==> src/rtl/clkdet_pkg.sv <==
package clkdet_pkg;
  localparam int NUM_RATIOS = 10;
  localparam int CODE_W = 4;
  localparam logic [CODE_W-1:0] CODE_NONE = 4'hF;

  // legal master/word ratios, indexed by their output code
  function automatic int unsigned legal_ratio(input int unsigned idx);
    case (idx)
      0: legal_ratio = 64;
      1: legal_ratio = 96;
      2: legal_ratio = 128;
      3: legal_ratio = 192;
      4: legal_ratio = 256;
      5: legal_ratio = 384;
      6: legal_ratio = 512;
      7: legal_ratio = 768;
      8: legal_ratio = 1024;
      9: legal_ratio = 1152;
      default: legal_ratio = 0;
    endcase
  endfunction
endpackage

==> src/rtl/clkdet_sync.sv <==
module clkdet_sync #(
  parameter int WIDTH  = 2,
  parameter int STAGES = 2
) (
  input  logic             clk,
  input  logic             rst,
  input  logic [WIDTH-1:0] d,
  output logic [WIDTH-1:0] q
);
  logic [WIDTH-1:0] stg [STAGES];

  always_ff @(posedge clk) begin
    if (rst) begin
      for (int i = 0; i < STAGES; i++) stg[i] <= '0;
    end else begin
      stg[0] <= d;
      for (int i = 1; i < STAGES; i++) stg[i] <= stg[i-1];
    end
  end

  assign q = stg[STAGES-1];
endmodule

==> src/rtl/clkdet_ratio.sv <==
module clkdet_ratio
  import clkdet_pkg::*;
#(
  parameter int CNT_W    = 12,
  parameter int SLOW_MIN = 492
) (
  input  logic              clk,
  input  logic              rst,
  input  logic              wclk_rise,
  output logic [CODE_W-1:0] ratio_code,
  output logic              ratio_ok,
  output logic              slow_ok
);
  localparam logic [CNT_W-1:0] CNT_MAX = {CNT_W{1'b1}};

  logic [CNT_W-1:0]      cnt;
  logic                  armed;
  logic [CNT_W:0]        period;
  logic [NUM_RATIOS-1:0] hit;
  logic [CODE_W-1:0]     meas_code;
  logic [CODE_W-1:0]     prev_code;
  logic                  sat;
  logic                  meas_stb;

  assign sat      = (cnt == CNT_MAX);
  assign period   = {1'b0, cnt} + {{CNT_W{1'b0}}, 1'b1};
  assign meas_stb = wclk_rise && armed;

  for (genvar g = 0; g < NUM_RATIOS; g++) begin : g_match
    assign hit[g] = (period == (CNT_W+1)'(legal_ratio(g)));
  end

  always_comb begin
    meas_code = CODE_NONE;
    for (int i = 0; i < NUM_RATIOS; i++)
      if (hit[i]) meas_code = CODE_W'(i);
  end

  always_ff @(posedge clk) begin
    if (rst) begin
      cnt        <= '0;
      armed      <= 1'b0;
      prev_code  <= CODE_NONE;
      ratio_code <= CODE_NONE;
      ratio_ok   <= 1'b0;
      slow_ok    <= 1'b0;
    end else begin
      if (wclk_rise) begin
        cnt   <= '0;
        armed <= 1'b1;
      end else if (!sat) begin
        cnt <= cnt + 1'b1;
      end

      if (meas_stb) begin
        prev_code <= meas_code;
        if (meas_code != CODE_NONE && meas_code == prev_code) begin
          ratio_ok   <= 1'b1;
          ratio_code <= meas_code;
          slow_ok    <= (period >= (CNT_W+1)'(SLOW_MIN));
        end else begin
          ratio_ok   <= 1'b0;
          ratio_code <= CODE_NONE;
          slow_ok    <= 1'b0;
        end
      end else if (sat && !wclk_rise) begin
        prev_code  <= CODE_NONE;
        ratio_ok   <= 1'b0;
        ratio_code <= CODE_NONE;
        slow_ok    <= 1'b0;
      end
    end
  end

  p_code_range_r3: assert property (@(posedge clk) disable iff (rst)
    ratio_ok |-> (ratio_code < CODE_W'(NUM_RATIOS)));
  p_invalid_code_r3: assert property (@(posedge clk) disable iff (rst)
    !ratio_ok |-> (ratio_code == CODE_NONE));
  p_accept_on_meas_r4: assert property (@(posedge clk) disable iff (rst)
    $rose(ratio_ok) |-> $past(meas_stb));
  p_stall_drop_r5: assert property (@(posedge clk) disable iff (rst)
    (sat && !wclk_rise) |=> !ratio_ok);
endmodule

==> src/rtl/clkdet_bclk.sv <==
module clkdet_bclk #(
  parameter int ENTER_EDGES  = 16,
  parameter int QUIET_FRAMES = 2
) (
  input  logic clk,
  input  logic rst,
  input  logic pin_rise,
  input  logic wclk_rise,
  input  logic wclk_edge,
  output logic ext_mode
);
  localparam int EW = $clog2(ENTER_EDGES + 1);
  localparam int QW = $clog2(QUIET_FRAMES + 1);

  logic [EW-1:0] ecnt;
  logic [QW-1:0] qcnt;
  logic          seen;

  always_ff @(posedge clk) begin
    if (rst) begin
      ecnt     <= '0;
      qcnt     <= '0;
      seen     <= 1'b0;
      ext_mode <= 1'b0;
    end else begin
      // rising edges counted inside the current word-clock phase
      if (wclk_edge)
        ecnt <= pin_rise ? EW'(1) : '0;
      else if (pin_rise && ecnt != EW'(ENTER_EDGES))
        ecnt <= ecnt + 1'b1;

      if (!wclk_edge && pin_rise && ecnt == EW'(ENTER_EDGES - 1))
        ext_mode <= 1'b1;

      // quiet frame tracking, frame = rising edge to rising edge
      if (wclk_rise) begin
        seen <= pin_rise;
        if (seen || pin_rise) begin
          qcnt <= '0;
        end else if (qcnt == QW'(QUIET_FRAMES - 1)) begin
          qcnt     <= '0;
          ext_mode <= 1'b0;
        end else begin
          qcnt <= qcnt + 1'b1;
        end
      end else if (pin_rise) begin
        seen <= 1'b1;
      end
    end
  end

  p_enter_on_edge_r6: assert property (@(posedge clk) disable iff (rst)
    $rose(ext_mode) |-> $past(pin_rise));
  p_leave_on_frame_r7: assert property (@(posedge clk) disable iff (rst)
    $fell(ext_mode) |-> $past(wclk_rise));
endmodule

==> src/rtl/clkdet_deemph.sv <==
module clkdet_deemph #(
  parameter int RUN_LEN = 5
) (
  input  logic clk,
  input  logic rst,
  input  logic wclk_fall,
  input  logic pin_lvl,
  input  logic ext_mode,
  input  logic slow_ok,
  output logic deemph_on
);
  localparam int RW = $clog2(RUN_LEN + 1);

  logic [RW-1:0] run;
  logic          last_lvl;
  logic          req;

  always_ff @(posedge clk) begin
    if (rst) begin
      run       <= '0;
      last_lvl  <= 1'b0;
      req       <= 1'b0;
      deemph_on <= 1'b0;
    end else begin
      if (ext_mode) begin
        run <= '0;
        req <= 1'b0;
      end else if (wclk_fall) begin
        if (run != '0 && pin_lvl == last_lvl) begin
          if (run != RW'(RUN_LEN)) run <= run + 1'b1;
          if (run == RW'(RUN_LEN - 1)) req <= !pin_lvl;
        end else begin
          run      <= RW'(1);
          last_lvl <= pin_lvl;
        end
      end
      deemph_on <= req && !ext_mode && slow_ok;
    end
  end

  p_req_on_fall_r8: assert property (@(posedge clk) disable iff (rst)
    $rose(req) |-> $past(wclk_fall));
  p_slow_gate_r9: assert property (@(posedge clk) disable iff (rst)
    $rose(deemph_on) |-> $past(slow_ok));
  p_ext_blocks_r10: assert property (@(posedge clk) disable iff (rst)
    (ext_mode && $past(ext_mode)) |-> !deemph_on);
endmodule

==> src/rtl/clkmode_detect.sv <==
module clkmode_detect
  import clkdet_pkg::*;
#(
  parameter int MCLK_HZ      = 24_576_000,
  parameter int DEEMPH_FS_HZ = 50_000,
  parameter int CNT_W        = 12,
  parameter int SYNC_STAGES  = 2,
  parameter int ENTER_EDGES  = 16,
  parameter int QUIET_FRAMES = 2,
  parameter int DEEMPH_RUN   = 5
) (
  input  logic              clk,
  input  logic              rst,
  input  logic              wclk_in,
  input  logic              shared_in,
  output logic [CODE_W-1:0] ratio_code,
  output logic              ratio_ok,
  output logic              ext_bclk,
  output logic              deemph_on
);
  localparam int SLOW_MIN = MCLK_HZ / DEEMPH_FS_HZ + 1;

  logic [1:0] sync_q;
  logic       wclk_s, pin_s;
  logic       wclk_d, pin_d;
  logic       wclk_rise, wclk_fall, wclk_edge, pin_rise;
  logic       slow_ok;

  clkdet_sync #(.WIDTH(2), .STAGES(SYNC_STAGES)) u_sync (
    .clk(clk), .rst(rst), .d({wclk_in, shared_in}), .q(sync_q)
  );

  assign wclk_s = sync_q[1];
  assign pin_s  = sync_q[0];

  always_ff @(posedge clk) begin
    if (rst) begin
      wclk_d <= 1'b0;
      pin_d  <= 1'b0;
    end else begin
      wclk_d <= wclk_s;
      pin_d  <= pin_s;
    end
  end

  assign wclk_rise = wclk_s && !wclk_d;
  assign wclk_fall = !wclk_s && wclk_d;
  assign wclk_edge = wclk_rise || wclk_fall;
  assign pin_rise  = pin_s && !pin_d;

  clkdet_ratio #(.CNT_W(CNT_W), .SLOW_MIN(SLOW_MIN)) u_ratio (
    .clk(clk), .rst(rst), .wclk_rise(wclk_rise),
    .ratio_code(ratio_code), .ratio_ok(ratio_ok), .slow_ok(slow_ok)
  );

  clkdet_bclk #(.ENTER_EDGES(ENTER_EDGES), .QUIET_FRAMES(QUIET_FRAMES)) u_bclk (
    .clk(clk), .rst(rst), .pin_rise(pin_rise), .wclk_rise(wclk_rise),
    .wclk_edge(wclk_edge), .ext_mode(ext_bclk)
  );

  clkdet_deemph #(.RUN_LEN(DEEMPH_RUN)) u_deemph (
    .clk(clk), .rst(rst), .wclk_fall(wclk_fall), .pin_lvl(pin_s),
    .ext_mode(ext_bclk), .slow_ok(slow_ok), .deemph_on(deemph_on)
  );
endmodule

==> config.mk <==
export PLATFORM = sky130hd
export DESIGN_NAME = clkmode_detect
export DESIGN_NICKNAME = d
export VERILOG_FILES = /design/src/rtl/clkdet_pkg.sv /design/src/rtl/clkdet_sync.sv /design/src/rtl/clkdet_ratio.sv /design/src/rtl/clkdet_bclk.sv /design/src/rtl/clkdet_deemph.sv /design/src/rtl/clkmode_detect.sv
export SDC_FILE = /design/constraint.sdc
export NUM_CORES = 1
export LEC_CHECK = 0
export BUFFER_PORTS_ARGS = -buffer_cell sky130_fd_sc_hd__buf_2
export CAP_MARGIN = 5
export CORE_MARGIN = 5
export CORE_UTILIZATION = 56
export CTS_BUF_LIST = sky130_fd_sc_hd__clkbuf_16
export DETAILED_ROUTE_END_ITERATION = 8
export GPL_ROUTABILITY_DRIVEN = 0
export PLACE_DENSITY = 0.8
export RECOVER_POWER = 100
export SLEW_MARGIN = 20
export SYNTH_ARGS = -nofsm -noshare
export SYNTH_HDL_FRONTEND = slang
export SYNTH_SLANG_ARGS = --single-unit
export TNS_END_PERCENT = 10
==> constraint.sdc <==
create_clock -name clk -period 2.75 [get_ports clk]
set_input_delay 0.55 -clock clk [delete_from_list [all_inputs] [get_ports clk]]
set_output_delay 0.55 -clock clk [all_outputs]
set_load 0.05 [all_outputs]
---- Word-level counts from Yosys, hierarchy flattened ----
Memory sizes are Yosys's and may differ from the RTL's.
Cells that the tools add are included.
storage, ports and cells
  register bits ........................... 40
  latch bits .............................. 0
  bits in writable memories ............... 4
  ROM bits ................................ 0
  bits of input ports ..................... 4
  output and inout port bits .............. 7
  word-level logic and storage cells ...... 114
  memories ................................ 1
operators by class
  add/sub/neg operators ................... 5
  multipliers ............................. 0
  div/mod/pow operators ................... 0
  magnitude comparators ................... 1
  eq/ne operators ......................... 20
  shift-type cells ........................ 0
  muxes and demuxes ....................... 37
  bitwise operators ....................... 4
  reduce and logical (&&, ||, !) cells .... 30
memories
  memory      words  width  read ports  clocked after memory_dff  write ports  RTL line           RTL
  u_sync.stg  2      2      2           0                         2            clkdet_sync.sv:10  logic [WIDTH-1:0] stg [STAGES];
operators by type and width
  cell                                                                                  count
  4-bit two-way mux                                                                     14
  13-bit by 10-bit == test with 1-bit output, second input constant                     2
  13-bit by 11-bit == test with 1-bit output, second input constant                     2
  13-bit by 7-bit == test with 1-bit output, second input constant                      2
  13-bit by 8-bit == test with 1-bit output, second input constant                      2
  13-bit by 9-bit == test with 1-bit output, second input constant                      2
  1-bit two-way mux                                                                     15
  12-bit by 1-bit adder with 13-bit output, second input constant                       1
  13-bit by 9-bit greater-or-equal comparator with 1-bit output, second input constant  1
  12-bit by 1-bit adder with 12-bit output, second input constant                       1
  12-bit == test, second input constant                                                 1
  1-bit logical AND                                                                     12
  5-bit two-way mux                                                                     2
  2-bit two-way mux                                                                     4
  1-bit logical NOT                                                                     7
  3-bit two-way mux                                                                     2
  3-bit AND reduction                                                                   2
  2-bit nonzero test                                                                    3
  5-bit by 1-bit adder with 5-bit output, second input constant                         1
  5-bit by 4-bit == test with 1-bit output, second input constant                       1
  5-bit != test, second input constant                                                  1
  4-bit == test                                                                         1
  4-bit != test, second input constant                                                  1
  2-bit OR reduction                                                                    2
  other kinds (12)                                                                      15

---- Depth between registers and ports, before layout ----
Gate-level depths: netlist (run 1).
  word-level depth ........................ 16
  mapped depth ............................ 11
  mapped depth without buffers ............ 9

---- Modules after synthesis ----
From an unflattened synthesis (run 1), not the netlist that was laid out.
unflattened totals
  cells, all modules ...................... 298
  area, all modules ....................... 2585.0 um^2
modules (own cells, without submodules)
  module          instances  cells an instance  area an instance (um^2)  sequential area each (um^2)
  clkdet_ratio    1          193                1572.8                   460.4
  clkdet_bclk     1          50                 465.4                    180.2
  clkdet_deemph   1          35                 326.6                    120.1
  clkdet_sync     1          10                 120.1                    80.1
  clkmode_detect  1          10                 100.1                    40.0

---- Least setup slack after synthesis (run 1) ----
Ideal clock, no wire load.
  path kind ............................... flip-flop to flip-flop
  from .................................... reg u_ratio.cnt[0]
  to ...................................... reg u_ratio.ratio_code[2]
  setup time .............................. 0.120 ns
  arrival time ............................ 2.824 ns
  required time ........................... 2.630 ns
  setup slack ............................. -0.194 ns
  stages on the path, launching flop included .. 11
  path buffers ............................ 1
  clock period less this slack ............ 2.944 ns
  cells stage by stage .................... dfxtp_1 -> ha_1 -> buf_6 -> and3_4 -> mux2_4 -> or4_4 -> or3_4 -> o21ai_2 -> and3_1 -> o2111ai_2 -> a211o_1
between the ends
  word-level cells in the longest chain between the ends .. 16
  elaborated cells on any way between the ends .. 29
  those cells by class .................... add/sub: 1; eq/ne: 13; mux: 12; reduce/logical: 3
RTL lines
  item                                            RTL line            RTL
  from (decl)                                     clkdet_ratio.sv:16  logic [CNT_W-1:0] cnt;
  from (signal assigned)                          clkdet_ratio.sv:52  cnt <= cnt + 1'b1;
  12-bit by 1-bit adder with 13-bit output        clkdet_ratio.sv:26  assign period = {1'b0, cnt} + {{CNT_W{1'b0}}, 1'b1};
  13-bit by 7-bit == test with 1-bit output       clkdet_ratio.sv:30  assign hit[g] = (period == (CNT_W+1)'(legal_ratio(g)));
  4-bit two-way mux (10 in a row)                 clkdet_ratio.sv:36  if (hit[i]) meas_code = CODE_W'(i);
  4-bit != test or 4-bit == test (tied branches)  clkdet_ratio.sv:57  if (meas_code != CODE_NONE && meas_code == prev_code) begin
  1-bit logical AND                               clkdet_ratio.sv:57
  4-bit two-way mux                               clkdet_ratio.sv:57
  4-bit two-way mux                               clkdet_ratio.sv:55  if (meas_stb) begin
  to (signal assigned)                            clkdet_ratio.sv:59  ratio_code <= meas_code;
  to (decl)                                       clkdet_ratio.sv:10  output logic [CODE_W-1:0] ratio_code,
Several ways; a longest one is shown, not always the timed one.
A chain may end at the register's enable or synchronous reset.

---- Final worst setup path (run 1) ----
  from .................................... reg u_ratio.cnt[1]
  to ...................................... reg u_ratio.ratio_code[0]
Same word-level chain as after synthesis.

==> out/results.ini, run 1 <==
[run_status]
outcome=finished, violations left
violations=setup timing

[sta]
setup_viol=5
rsz0062_at_grt=true
setup_ws_ns=-0.132
skew_ns=0.00443
finalMaxSlewViolations=0
slew-limit-headroom=0.387
fmax_mhz=347
hold_violations=0
min_period_ns=2.88
period_share=1.05
worst-slew-pin-transition_ns=0.920

[floorplan]
die-area_um2=6310
start_util=0.575
num_rows=25
die_h_um=79.4
core_um2=4690
die_w_um=79.4
io-pin-count=11

[worst_hold_path]
hold_class=reg2reg
min_from=u_sync.stg[0][0]$_SDFF_PP0_

[clocking]
h-tree-depth=2
root_buffer=clkbuf_16
cts_made_buffers=5
clk_latency_ns=0.29
cts_hold_buf=0
tritoncts=yes
cts_buffer_depth=2
cts_sinks=44
cts.clk_slew.worst_paths_ns=0.06

[power]
ir_drop_mv=0.300
pwr-share-comb=0.074
power_density_nw_per_um2=448
seq_power_share=0.458
clkPwrFrac=0.467
p_total_mw=1.45
internal-power_mw=1.12
leakagePower_nw=1.21
netSwitchingPower_uw=324
p_sw_frac=0.224

[global_route]
grt_pass1_vias=2378
met3_usage=0.0350
use_met2=0.348
met1_usage=0.273
antenna_found_initial=0
grt_pass1_wl_mm=10.8
grt_max_degree=24
grt_overflow_total=0
gr-max-usage-layer=met2
grt_usage=0.212

[yosys]
ys_seq_area_frac=0.326
yosysTopAreaCell=dfxtp_1
avgSynthCellArea_um2=8.03
syn_nets=350
synth_flop_cell=dfxtp_1
ys_seq_elements=44
yosysWarnings=0
synth.area.top_cells=dfxtp_1 (33%), nor2_1 (5.3%), ha_1 (4.6%), a21oi_1 (3.5%), nand2_1 (3.1%)
ys_types=59
synth_area_um2=2700
synth-edff-count=0
synth_top_area_frac=0.326
ys_async_sr_fraction=0
synthCells=336

[setup_path]
crit_family=compound AO/OA/AOI/OAI gates
slowest_delay_ns=0.52
crit_buf_inv=2
cpMostUsedCell=buf_4
startpoint_type=flop
crit_arrival_ns=3.04
worstReg2RegStart=u_ratio.cnt[1]$_SDFFE_PP0N_
path_max_fanout=7
slowest_stage=a2111oi_1
crit_required_ns=2.91
crit_start=u_ratio.cnt[1]$_SDFFE_PP0N_
crit_chain=ha_4 > buf_4 > buf_4 > nand3b_1 > a2111oi_1 > o22ai_1 > nor3_1 > o221ai_1 > a21oi_2 > a21oi_1 > or4_1
path_class=reg2reg
setup.worst_path.end_class=flop

[place]
dp_hpwl_mm=4.49
post-place-ws_ns=-0.0394
placed_area_um2=2990
port_buffers=10
dp_cells=412

[finish]
design_area_um2=3230
final_common_cell=dfxtp_1
drive_above_1_share=0.193
mostFrequentLayoutCells=dfxtp_1 (40), nor2_1 (38), buf_4 (36)
n_antenna_cell=0
final_nets=381
utilization=0.689
fin_cells=422
area_growth_pct=19.7
fillers=347

[drt]
drc_errors=0
wl_mm=6.88
firstDrtPassIters=6
postRouteAntennaNets=0
drt_iter0_drc=267
wl_per_cell_um=16.3
via_count=2675
via_per_inst=6.34

[run]
max_cap_violations=0

## sequential cells by signal (all words and copies together), names as in the netlist
signal              cells
pin_d                   1
u_ratio.prev_code       4
u_bclk.ecnt             5
u_bclk.seen             1
wclk_d                  1
u_ratio.cnt            12
u_deemph.run            3
u_sync.stg              4
u_deemph.last_lvl       1
u_ratio.ratio_code      4
u_deemph.req            1
u_bclk.ext_mode         1
u_ratio.armed           1
u_deemph.deemph_on      1
u_ratio.slow_ok         1
u_ratio.ratio_ok        1
u_bclk.qcnt             2
## final timing paths
kind	to	slack (ns)	depth (start not counted)
min	u_sync.stg[0][2]$_SDFF_PP0_	0.44	1
max	u_ratio.ratio_code[0]$_SDFFE_PP1P_	-0.13	11
min reg2reg	u_sync.stg[0][2]$_SDFF_PP0_	0.44	1
max reg2reg	u_ratio.ratio_code[0]$_SDFFE_PP1P_	-0.13	11
## cells in the mapped netlist (2+ instances only)
| master | instances |
|---|---|
| o31a_1 | 2 |
| a211oi_1 | 7 |
| buf_2 | 7 |
| and3_1 | 5 |
| a21oi_1 | 19 |
| a31oi_1 | 10 |
| and4_1 | 3 |
| a21boi_0 | 2 |
| a211o_1 | 4 |
| a311oi_1 | 2 |
| or2_2 | 3 |
| nand3_1 | 9 |
| xnor2_1 | 9 |
| nand2_1 | 22 |
| dfxtp_1 | 44 |
| nand2b_1 | 5 |
| nand3b_1 | 2 |
| a2111oi_0 | 4 |
| o211a_1 | 3 |
| nor4_1 | 4 |
| mux2i_1 | 5 |
| xor2_1 | 6 |
| a32o_1 | 3 |
| nand4_1 | 10 |
| o221ai_1 | 2 |
| ha_1 | 10 |
| inv_1 | 18 |
| o22ai_1 | 3 |
| nor2_1 | 38 |
| nor3_1 | 11 |
| and2_1 | 2 |
| a41oi_1 | 2 |
| nor2b_1 | 9 |
| clkbuf_1 | 13 |
| o21ai_0 | 14 |
## area by class of cell
| cell class | instances | area (um2) | share of cell area |
|---|---|---|---|
| multi-input combinational | 251 | 1720 | 0.533 |
| sequential | 44 | 891 | 0.276 |
| timing repair buffer | 47 | 314 | 0.0972 |
| clock buffer | 5 | 125 | 0.0387 |
| inverter | 18 | 67.6 | 0.0209 |
| tap | 54 | 67.6 | 0.0209 |
| clock inverter | 3 | 42.5 | 0.0132 |
## metal layers
layer	routed length, um	vias to the layer above
li1	-	1289
met1	2910	1211
met2	3170	138
met3	484	37
met4	311	0
met5	0	-
## what timing repair did
action                     CTS  global route
setup endpoints to repair    3             6
pin swaps                    2             5
gates cloned                 0             0
gates resized for setup      0            15
setup buffers                2             0
## kinds of logic (layout without fill, tap and decap cells)
kind of cell	count (synthesis)	after routing	synth area share
buffers and inverters	41	73	0.0649
and+or+nand+nor	133	133	0.263
adders and majority gates	10	10	0.0464
AOI/OAI and AO/OA	87	87	0.226
DFF	44	44	0.326
muxes	6	6	0.0241
xor gates and xnor gates	15	15	0.0487
## power groups by stage
| stage | logic, mW | clock network [mW] | registers [mW] |
|---|---|---|---|
| 3_3_place_gp | 0.0961 | 0 | 0.676 |
| 6_report | 0.108 | 0.676 | 0.663 |
| 2_1_floorplan | 0.0651 | 0 | 0.679 |
| 4_1_cts | 0.103 | 0.680 | 0.663 |
| 3_5_place_dp | 0.0996 | 0 | 0.677 |
| 5_1_grt | 0.120 | 0.710 | 0.665 |
## through the flow
stage,setup TNS [ns],hold WS (ns)
global placement,-0.00288,0.417
floorplan,-0.0469,0.414
CTS,-0.0233,0.443
detailed placement,-0.0433,0.430
finish,-0.348,0.441
global route,-1.10,0.454
(Power assumes the default switching activity.)
==> run 2: changes to the inputs <==
- CELL_PAD_IN_SITES_DETAIL_PLACEMENT: default -> 1
- CELL_PAD_IN_SITES_GLOBAL_PLACEMENT: default -> 2
- CORE_UTILIZATION: 56 -> 34
- PLACE_DENSITY: 0.8 -> 0.78
- SYNTH_HIERARCHICAL: default -> 1
==> out/results.ini, run 2 <==
[run_status]
outcome=complete, no violations

[clocking]
root_buffer=clkbuf_16
cts_made_buffers=5  ; unchanged
cts_buffer_depth=2  ; unchanged
tritoncts=yes
cts_hold_buf=0  ; unchanged
cts.clk_slew.worst_paths_ns=0.06  ; about the same
cts_sinks=44  ; unchanged
postCtsSetupBuffers=0  ; -2
h-tree-depth=2  ; unchanged
clk_latency_ns=0.28  ; about the same

[finish]
drive_above_1_share=0.214  ; +0.0209
n_antenna_cell=0  ; unchanged
largest_reg_flops=12  ; unchanged
reg.largest.list=u_ratio/cnt: 12 flops, u_bclk/ecnt: 5 flops
area_growth_pct=17.1
regMostFlops=u_ratio/cnt
final_common_cell=dfxtp_1
fillers=868  ; +150%
mostFrequentLayoutCells=dfxtp_1 (41), nand2_1 (29), nor2_1 (23)
final_nets=332  ; -13%
fin_cells=417  ; -1.2%
design_area_um2=3030  ; -6.3%

[drt]
drt-met1-wl_mm=3.09  ; +6.4%
wl_mm=6.32  ; -8.1%
wl_per_cell_um=15.2  ; -7.0%
via_per_inst=5.21  ; -18%
firstDrtPassIters=4  ; -2
drt_iter0_drc=65  ; -76%
via_count=2172  ; -19%
dr_wl_met2_mm=3.07  ; -3.2%
wl_met3_um=101  ; -79%
highest_layer=met4
drc_errors=0  ; unchanged
postRouteAntennaNets=0  ; unchanged

[setup_path]
crit_chain=ha_2 > buf_4 > and4_2 > a211oi_1 > a31oi_1 > or2_4 > a31oi_4 > a21oi_2 > xor2_2 > nor4_2 > o21ai_0
crit_family=simple AND/OR/NAND/NOR gates
path_max_fanout=5  ; -2
cp.depth=11  ; unchanged
crit_arrival_ns=2.79  ; -0.25 ns
slowest_delay_ns=0.35  ; -0.17 ns
worstReg2RegStart=u_ratio/cnt[0]$_SDFFE_PP0N_
reg2reg_slack_ns=0.12  ; +0.25 ns
crit_required_ns=2.91  ; about the same
reg2reg_depth=11  ; unchanged
reg2reg_to=u_ratio/ratio_code[1]$_SDFFE_PP1P_
crit_buf_inv=1  ; -1
path_class=reg2reg
setup.worst_path.end_class=flop
slowest_stage=nor4_2
startpoint_type=flop

[yosys]
syn_nets=312  ; -11%
synth_area_um2=2580  ; -4.2%
avgSynthCellArea_um2=8.67  ; +8.0%
yosysTopAreaCell=dfxtp_1
synthTopCellsByCount=dfxtp_1 (44), nand2_1 (29), nor2_1 (25), a21oi_1 (18), inv_1 (16)
synth_top_area_frac=0.341  ; +0.0144
ys_types=64  ; +8.5%
yosysWarnings=6  ; +6
synthCells=298  ; -11%
synth.most_common_cell=dfxtp_1
ys_async_sr_fraction=0  ; unchanged
synth-edff-count=0  ; unchanged
synth.area.top_cells=dfxtp_1 (34%), ha_1 (4.8%), nand2_1 (4.2%), xnor2_1 (4.1%), nor2_1 (3.6%)
synth_flop_cell=dfxtp_1
ys_seq_area_frac=0.341  ; +0.0144
ys_seq_elements=44  ; unchanged

[global_route]
grt_overflow_total=0  ; unchanged
grt_pass1_wl_mm=10.7  ; -0.96%
grt_max_degree=24  ; unchanged
grt_pass1_vias=2249  ; -5.4%
grt_usage=0.135  ; -0.0771
antenna_found_initial=0  ; unchanged

[sta]
worst-slew-pin-transition_ns=1.02  ; +0.0993 ns
period_share=0.956  ; -0.0922
finalMaxSlewViolations=0  ; unchanged
slew-limit-headroom=0.320  ; -0.0662
skew_ns=0.00913  ; +0.00470 ns
hold_violations=0  ; unchanged
min_period_ns=2.63  ; -0.254 ns
fmax_mhz=381  ; +9.7%
setup_viol=0  ; -5

[place]
dp_hpwl_mm=4.68  ; +4.2%
placed_area_um2=2780  ; -7.1%
port_buffers=10  ; unchanged
dp_cells=410  ; -0.49%

[floorplan]
die_w_um=97.2  ; +22%
start_util=0.353  ; -0.223
core_um2=7330  ; +56%
io-pin-count=11  ; unchanged
die_h_um=97.2  ; +22%
die-area_um2=9450  ; +50%
num_rows=31  ; +24%

[power]
p_sw_frac=0.232  ; +0.00794
seq_power_share=0.500  ; +0.042
clkPwrFrac=0.432  ; -0.035
internal-power_mw=1.02  ; -9.6%
ir_drop_mv=0.322  ; +7.4%
power_density_nw_per_um2=437  ; -2.5%
pwr-share-comb=0.068  ; -0.006
leakagePower_nw=1.16  ; -4.3%
netSwitchingPower_uw=306  ; -5.4%

[run]
max_cap_violations=0  ; unchanged

[worst_hold_path]
min_from=u_sync/stg[0][1]$_SDFF_PP0_
worst_hold_path.endpoint=u_sync/stg[0][3]$_SDFF_PP0_
hold_class=reg2reg
worstHoldPathCells=1  ; unchanged

## run 2: cell types whose count changed after synthesis, sizes merged, moves of 3 or more
cell,previous run,this run
o22ai,3,0
nor2,38,26
a31oi,10,7
nand2,22,29
xnor2,9,12
a211oi,7,4
nor3b,0,3
nor3,12,9
clkbuf,14,6
nand4,10,6
o21ai,15,12
## run 2: cell families after synthesis
kind of cell	Yosys count	share of synthesized area
xor gates and xnor gates	20	0.0678
DFF	44	0.341
muxes	6	0.0237
and+or+nand+nor	120	0.268
adders and majority gates	10	0.0484
AOI/OAI and AO/OA	67	0.184
buffers and inverters	31	0.0673
## run 2: power by group through the flow
| stage | Clock [mW] | Sequential [mW] | Combinational (mW) |
|---|---|---|---|
| after floorplan | 0 | 0.676 | 0.0632 |
| after global placement | 0 | 0.675 | 0.0882 |
| after detailed placement | 0 | 0.676 | 0.0902 |
| after CTS | 0.596 | 0.661 | 0.0909 |
| after global routing | 0.624 | 0.663 | 0.101 |
| final | 0.571 | 0.661 | 0.0901 |
## run 2: repair_timing
action / in CTS / in global routing
setup endpoints to repair: 3 / 6
resized for setup: 1 / 27
pin swaps: 0 / 5
## run 2: cell type report
cell class / count / area [um2] / area share
multi-input cells: 223 / 1640 / 0.542
flip-flops and latches: 44 / 887 / 0.293
repair buffers: 28 / 176 / 0.0583
clock buffers: 5 / 125 / 0.0413
well taps: 99 / 124 / 0.0409
inverters: 16 / 60.1 / 0.0198
clock inverters: 2 / 12.5 / 0.00413
## run 2: worst max path at each step
stage                                            from                            endpoint  slack [ns]
after floorplan           u_ratio/cnt[0]$_SDFFE_PP0N_        u_ratio/slow_ok$_SDFFE_PP0P_        0.18
after CTS                 u_ratio/cnt[0]$_SDFFE_PP0N_  u_ratio/ratio_code[3]$_SDFFE_PP1P_      -0.009
after global routing      u_ratio/cnt[0]$_SDFFE_PP0N_  u_ratio/ratio_code[3]$_SDFFE_PP1P_       -0.04
final                     u_ratio/cnt[0]$_SDFFE_PP0N_  u_ratio/ratio_code[1]$_SDFFE_PP1P_        0.12
after detailed placement  u_ratio/cnt[0]$_SDFFE_PP0N_  u_ratio/ratio_code[0]$_SDFFE_PP1P_       -0.06
after global placement    u_ratio/cnt[0]$_SDFFE_PP0N_  u_ratio/ratio_code[0]$_SDFFE_PP1P_      -0.009
## run 2: through the flow
| step | setup slack (ns) | setup TNS (ns) | power [mW] | util | hold slack [ns] |
|---|---|---|---|---|---|
| 5_1_grt | -0.0356 | -0.0450 | 1.39 | 0.413 | 0.474 |
| 4_1_cts | -0.00928 | -0.00928 | 1.35 | 0.399 | 0.455 |
| 2_1_floorplan | 0.183 | 0 | 0.739 | - | 0.414 |
| 6_report | 0.122 | 0 | 1.32 | 0.413 | 0.450 |
| 3_3_place_gp | -0.00916 | -0.0128 | 0.763 | 0.379 | 0.428 |
| 3_5_place_dp | -0.0634 | -0.128 | 0.766 | 0.379 | 0.440 |
## run 2: worst reg2reg max path: cells and delay by family (launching register included)
kind                     cells  cell delay, ns
AO/OA/AOI/OAI                5            0.74
XOR/XNOR                     1            0.20
adder cells (fa/ha/maj)      1            0.21
buffers and inverters        1            0.16
flip-flops                   1            0.34
AND/OR/NAND/NOR              3            0.86
## run 2: metal layers
metal	global-route usage	vias up
met2	0.224	20
met4	0.0421	0
met3	0.0258	5
met1	0.175	1059
met5	0	-
li1	-	1088
==> run 3: changes to the inputs <==
- ABC_AREA: default -> 1
- CORE_UTILIZATION: 34 -> 31
- PLACE_DENSITY: 0.78 -> 0.8
==> out/results.ini, run 3 <==
[run_status]
outcome=complete, no violations

[drt]
firstDrtPassIters=4  ; unchanged
wl_per_cell_um=13.1  ; -14%
drt_iter0_drc=104  ; +60%
wl_mm=6.95  ; +10%
postRouteAntennaNets=0  ; unchanged
drc_errors=0  ; unchanged
via_per_inst=4.78  ; -8.2%
via_count=2538  ; +17%

[floorplan]
die_w_um=103  ; +5.8%
num_rows=33  ; +6.5%
start_util=0.322  ; -0.0307
io-pin-count=11  ; unchanged
core_um2=8300  ; +13%
die_h_um=103  ; +5.8%
die-area_um2=10600  ; +12%

[finish]
regArea_um2=883  ; -0.42%
mostFrequentLayoutCells=nand2_1 (110), inv_1 (58), nor2_1 (53)
drive_above_1_share=0.122  ; -0.0918
multi_input_area_um2=1540  ; -6.5%
n_antenna_cell=0  ; unchanged
area_growth_pct=13.3
regMostFlops=u_ratio/cnt
fillers=1101  ; +27%
final_nets=440  ; +33%
reg.largest.list=u_ratio/cnt: 12 flops, u_bclk/ecnt: 5 flops
final_common_cell=nand2_1
largest_reg_flops=12  ; unchanged

[setup_path]
reg2reg_depth=16  ; +5
cp-endpoint=u_ratio/ratio_code[0]$_SDFFE_PP1P_
crit_start=u_ratio/cnt[0]$_SDFFE_PP0N_
worstReg2RegStart=u_ratio/cnt[0]$_SDFFE_PP0N_
path_max_fanout=13  ; +8
reg2reg_slack_ns=0.27  ; +0.15 ns
crit_arrival_ns=2.63  ; -0.16 ns
path_class=reg2reg
setup.worst_path.end_class=flop
reg2reg_to=u_ratio/ratio_code[0]$_SDFFE_PP1P_
crit_required_ns=2.90  ; about the same
startpoint_type=flop

[sta]
period_share=0.900  ; -0.0556
fmax_mhz=404  ; +6.2%
worst-slew-pin-transition_ns=0.701  ; -0.318 ns
rsz0062_at_grt=false
min_period_ns=2.48  ; -0.153 ns
hold_violations=0  ; unchanged
setup_ws_ns=0.275  ; +0.153 ns
slew-limit-headroom=0.533  ; +0.212
finalMaxSlewViolations=0  ; unchanged
setup_tns_ns=0  ; unchanged
setup_viol=0  ; unchanged
skew_ns=0.00282  ; -0.00631 ns

[yosys]
syn_nets=423  ; +36%
synth_top_area_frac=0.330  ; -0.0110
synth_flop_cell=dfxtp_1
synthTopCellsByCount=nand2_1 (109), inv_1 (57), nor2_1 (52), dfxtp_1 (44), nand3_1 (26)
ys_async_sr_fraction=0  ; unchanged
ys_seq_area_frac=0.330  ; -0.0110
synthCells=409  ; +37%
avgSynthCellArea_um2=6.53  ; -25%
yosysTopAreaCell=dfxtp_1
synth_area_um2=2670  ; +3.3%
synth.most_common_cell=nand2_1
synth-edff-count=0  ; unchanged
synth.area.top_cells=dfxtp_1 (33%), nand2_1 (15%), inv_1 (8.0%), nor2_1 (7.3%), nand3_1 (4.9%)
ys_seq_elements=44  ; unchanged
yosysWarnings=6  ; unchanged
ys_types=29  ; -55%

[clocking]
cts_made_buffers=5  ; unchanged
cts_sinks=44  ; unchanged
root_buffer=clkbuf_16
cts_buffer_depth=2  ; unchanged
tritoncts=yes
cts.clk_slew.worst_paths_ns=0.06  ; about the same
h-tree-depth=2  ; unchanged
clk_latency_ns=0.28  ; about the same

[global_route]
grt_max_degree=17  ; -29%
grt_usage=0.143  ; +0.00879
grt_pass1_vias=2586  ; +15%
grt_overflow_total=0  ; unchanged
grt_pass1_wl_mm=12.0  ; +13%
antenna_found_initial=0  ; unchanged

[place]
port_buffers=10  ; unchanged
post-place-ws_ns=0.130  ; +0.193 ns
dp_hpwl_mm=5.59  ; +19%

[worst_hold_path]
hold_class=reg2reg

[power]
power_density_nw_per_um2=500  ; +15%
ir_drop_mv=0.239  ; -26%
leakagePower_nw=1.39  ; +21%

[run]
max_cap_violations=0  ; unchanged

run 3: cell types whose count changed after synthesis, sizes merged, moves of 6 or more:
| cell | before | now |
|---|---|---|
| buf | 9 | 2 |
| inv | 16 | 61 |
| nand2 | 29 | 124 |
| nand3 | 8 | 32 |
| nand4 | 6 | 17 |
| nor2 | 26 | 67 |
| nor2b | 9 | 0 |
| nor3 | 9 | 3 |
| xnor2 | 12 | 1 |
| xor2 | 8 | 0 |
run 3: cells by family (layout without fill, tap and decap cells):
kind of cell             count (synthesis)  in the layout  share of synthesized area
AO/OA/AOI/OAI                           43             43                     0.0895
XOR/XNOR                                 1              1                    0.00328
adder cells (fa/ha/maj)                 10             10                     0.0468
buffers and inverters                   65             82                     0.0941
flip-flops                              44             44                      0.330
AND/OR/NAND/NOR                        246            246                      0.437
run 3: what timing repair did:
| item | 4_1_cts | 5_1_grt |
|---|---|---|
| gates resized for setup | 0 | 3 |
| setup buffers | 0 | 2 |
| setup endpoints to repair | 0 | 6 |
| hold endpoints to repair | 0 | 0 |
| hold buffers | 0 | 0 |
run 3: final cells by class:
| class | instances | share of cell area |
|---|---|---|
| Inverter | 62 | 0.0769 |
| Multi-Input combinational cell | 300 | 0.507 |
| Clock buffer | 5 | 0.0413 |
| Clock inverter | 2 | 0.0198 |
| Timing Repair Buffer | 13 | 0.0194 |
| Tap cell | 105 | 0.0434 |
| Sequential cell | 44 | 0.292 |
run 3: routing by layer:
layer,vias to the layer above,global-route usage,wire length (um)
li1,1335,-,-
met1,1187,0.184,3410
met2,12,0.248,3350
met3,4,0.0264,139
met4,0,0.0359,62
met5,-,0,0
run 3: how the worst min path moves through the flow:
stage / startpoint / cells after the start / end
CTS: u_sync/stg[0][1]$_SDFF_PP0_ / 2 / u_sync/stg[0][3]$_SDFF_PP0_
floorplan: u_sync/stg[0][0]$_SDFF_PP0_ / 2 / u_sync/stg[0][2]$_SDFF_PP0_
global route: u_sync/stg[0][1]$_SDFF_PP0_ / 2 / u_sync/stg[0][3]$_SDFF_PP0_
detailed placement: u_sync/stg[0][1]$_SDFF_PP0_ / 2 / u_sync/stg[0][3]$_SDFF_PP0_
finish: u_sync/stg[0][1]$_SDFF_PP0_ / 2 / u_sync/stg[0][3]$_SDFF_PP0_
global placement: u_sync/stg[0][0]$_SDFF_PP0_ / 2 / u_sync/stg[0][2]$_SDFF_PP0_
run 3: where the power goes:
part	switching [mW]	internal, mW	total (mW)
registers	0.0138	0.652	0.666
logic	0.0579	0.0265	0.0845
clock network	0.248	0.516	0.764
run 3: critical path, stage by stage, from the launching register on:
cell,delay [ns]
dfxtp_2,0.40
ha_1,0.20
nand2_2,0.13
nor2_4,0.15
nand2_2,0.10
nor2_4,0.17
inv_2,0.14
nand3_2,0.15
nor2_4,0.06
nand2_2,0.11
nand3_1,0.10
nand2_1,0.07
nand2_1,0.04
nor2_1,0.09
nand2_1,0.10
o21ai_0,0.23
nand4_1,0.10
run 3: through the flow:
step / util / std cells / hold slack (ns) / cell area [um2] / power [mW]
global placement: 0.342 / 522 / 0.395 / 2840 / 0.764
detailed placement: 0.342 / 522 / 0.397 / 2840 / 0.768
floorplan: - / 409 / 0.388 / 2670 / 0.740
finish: 0.365 / 531 / 0.403 / 3030 / 1.51
CTS: 0.365 / 529 / 0.407 / 3030 / 1.55
global route: 0.365 / 531 / 0.424 / 3030 / 1.59
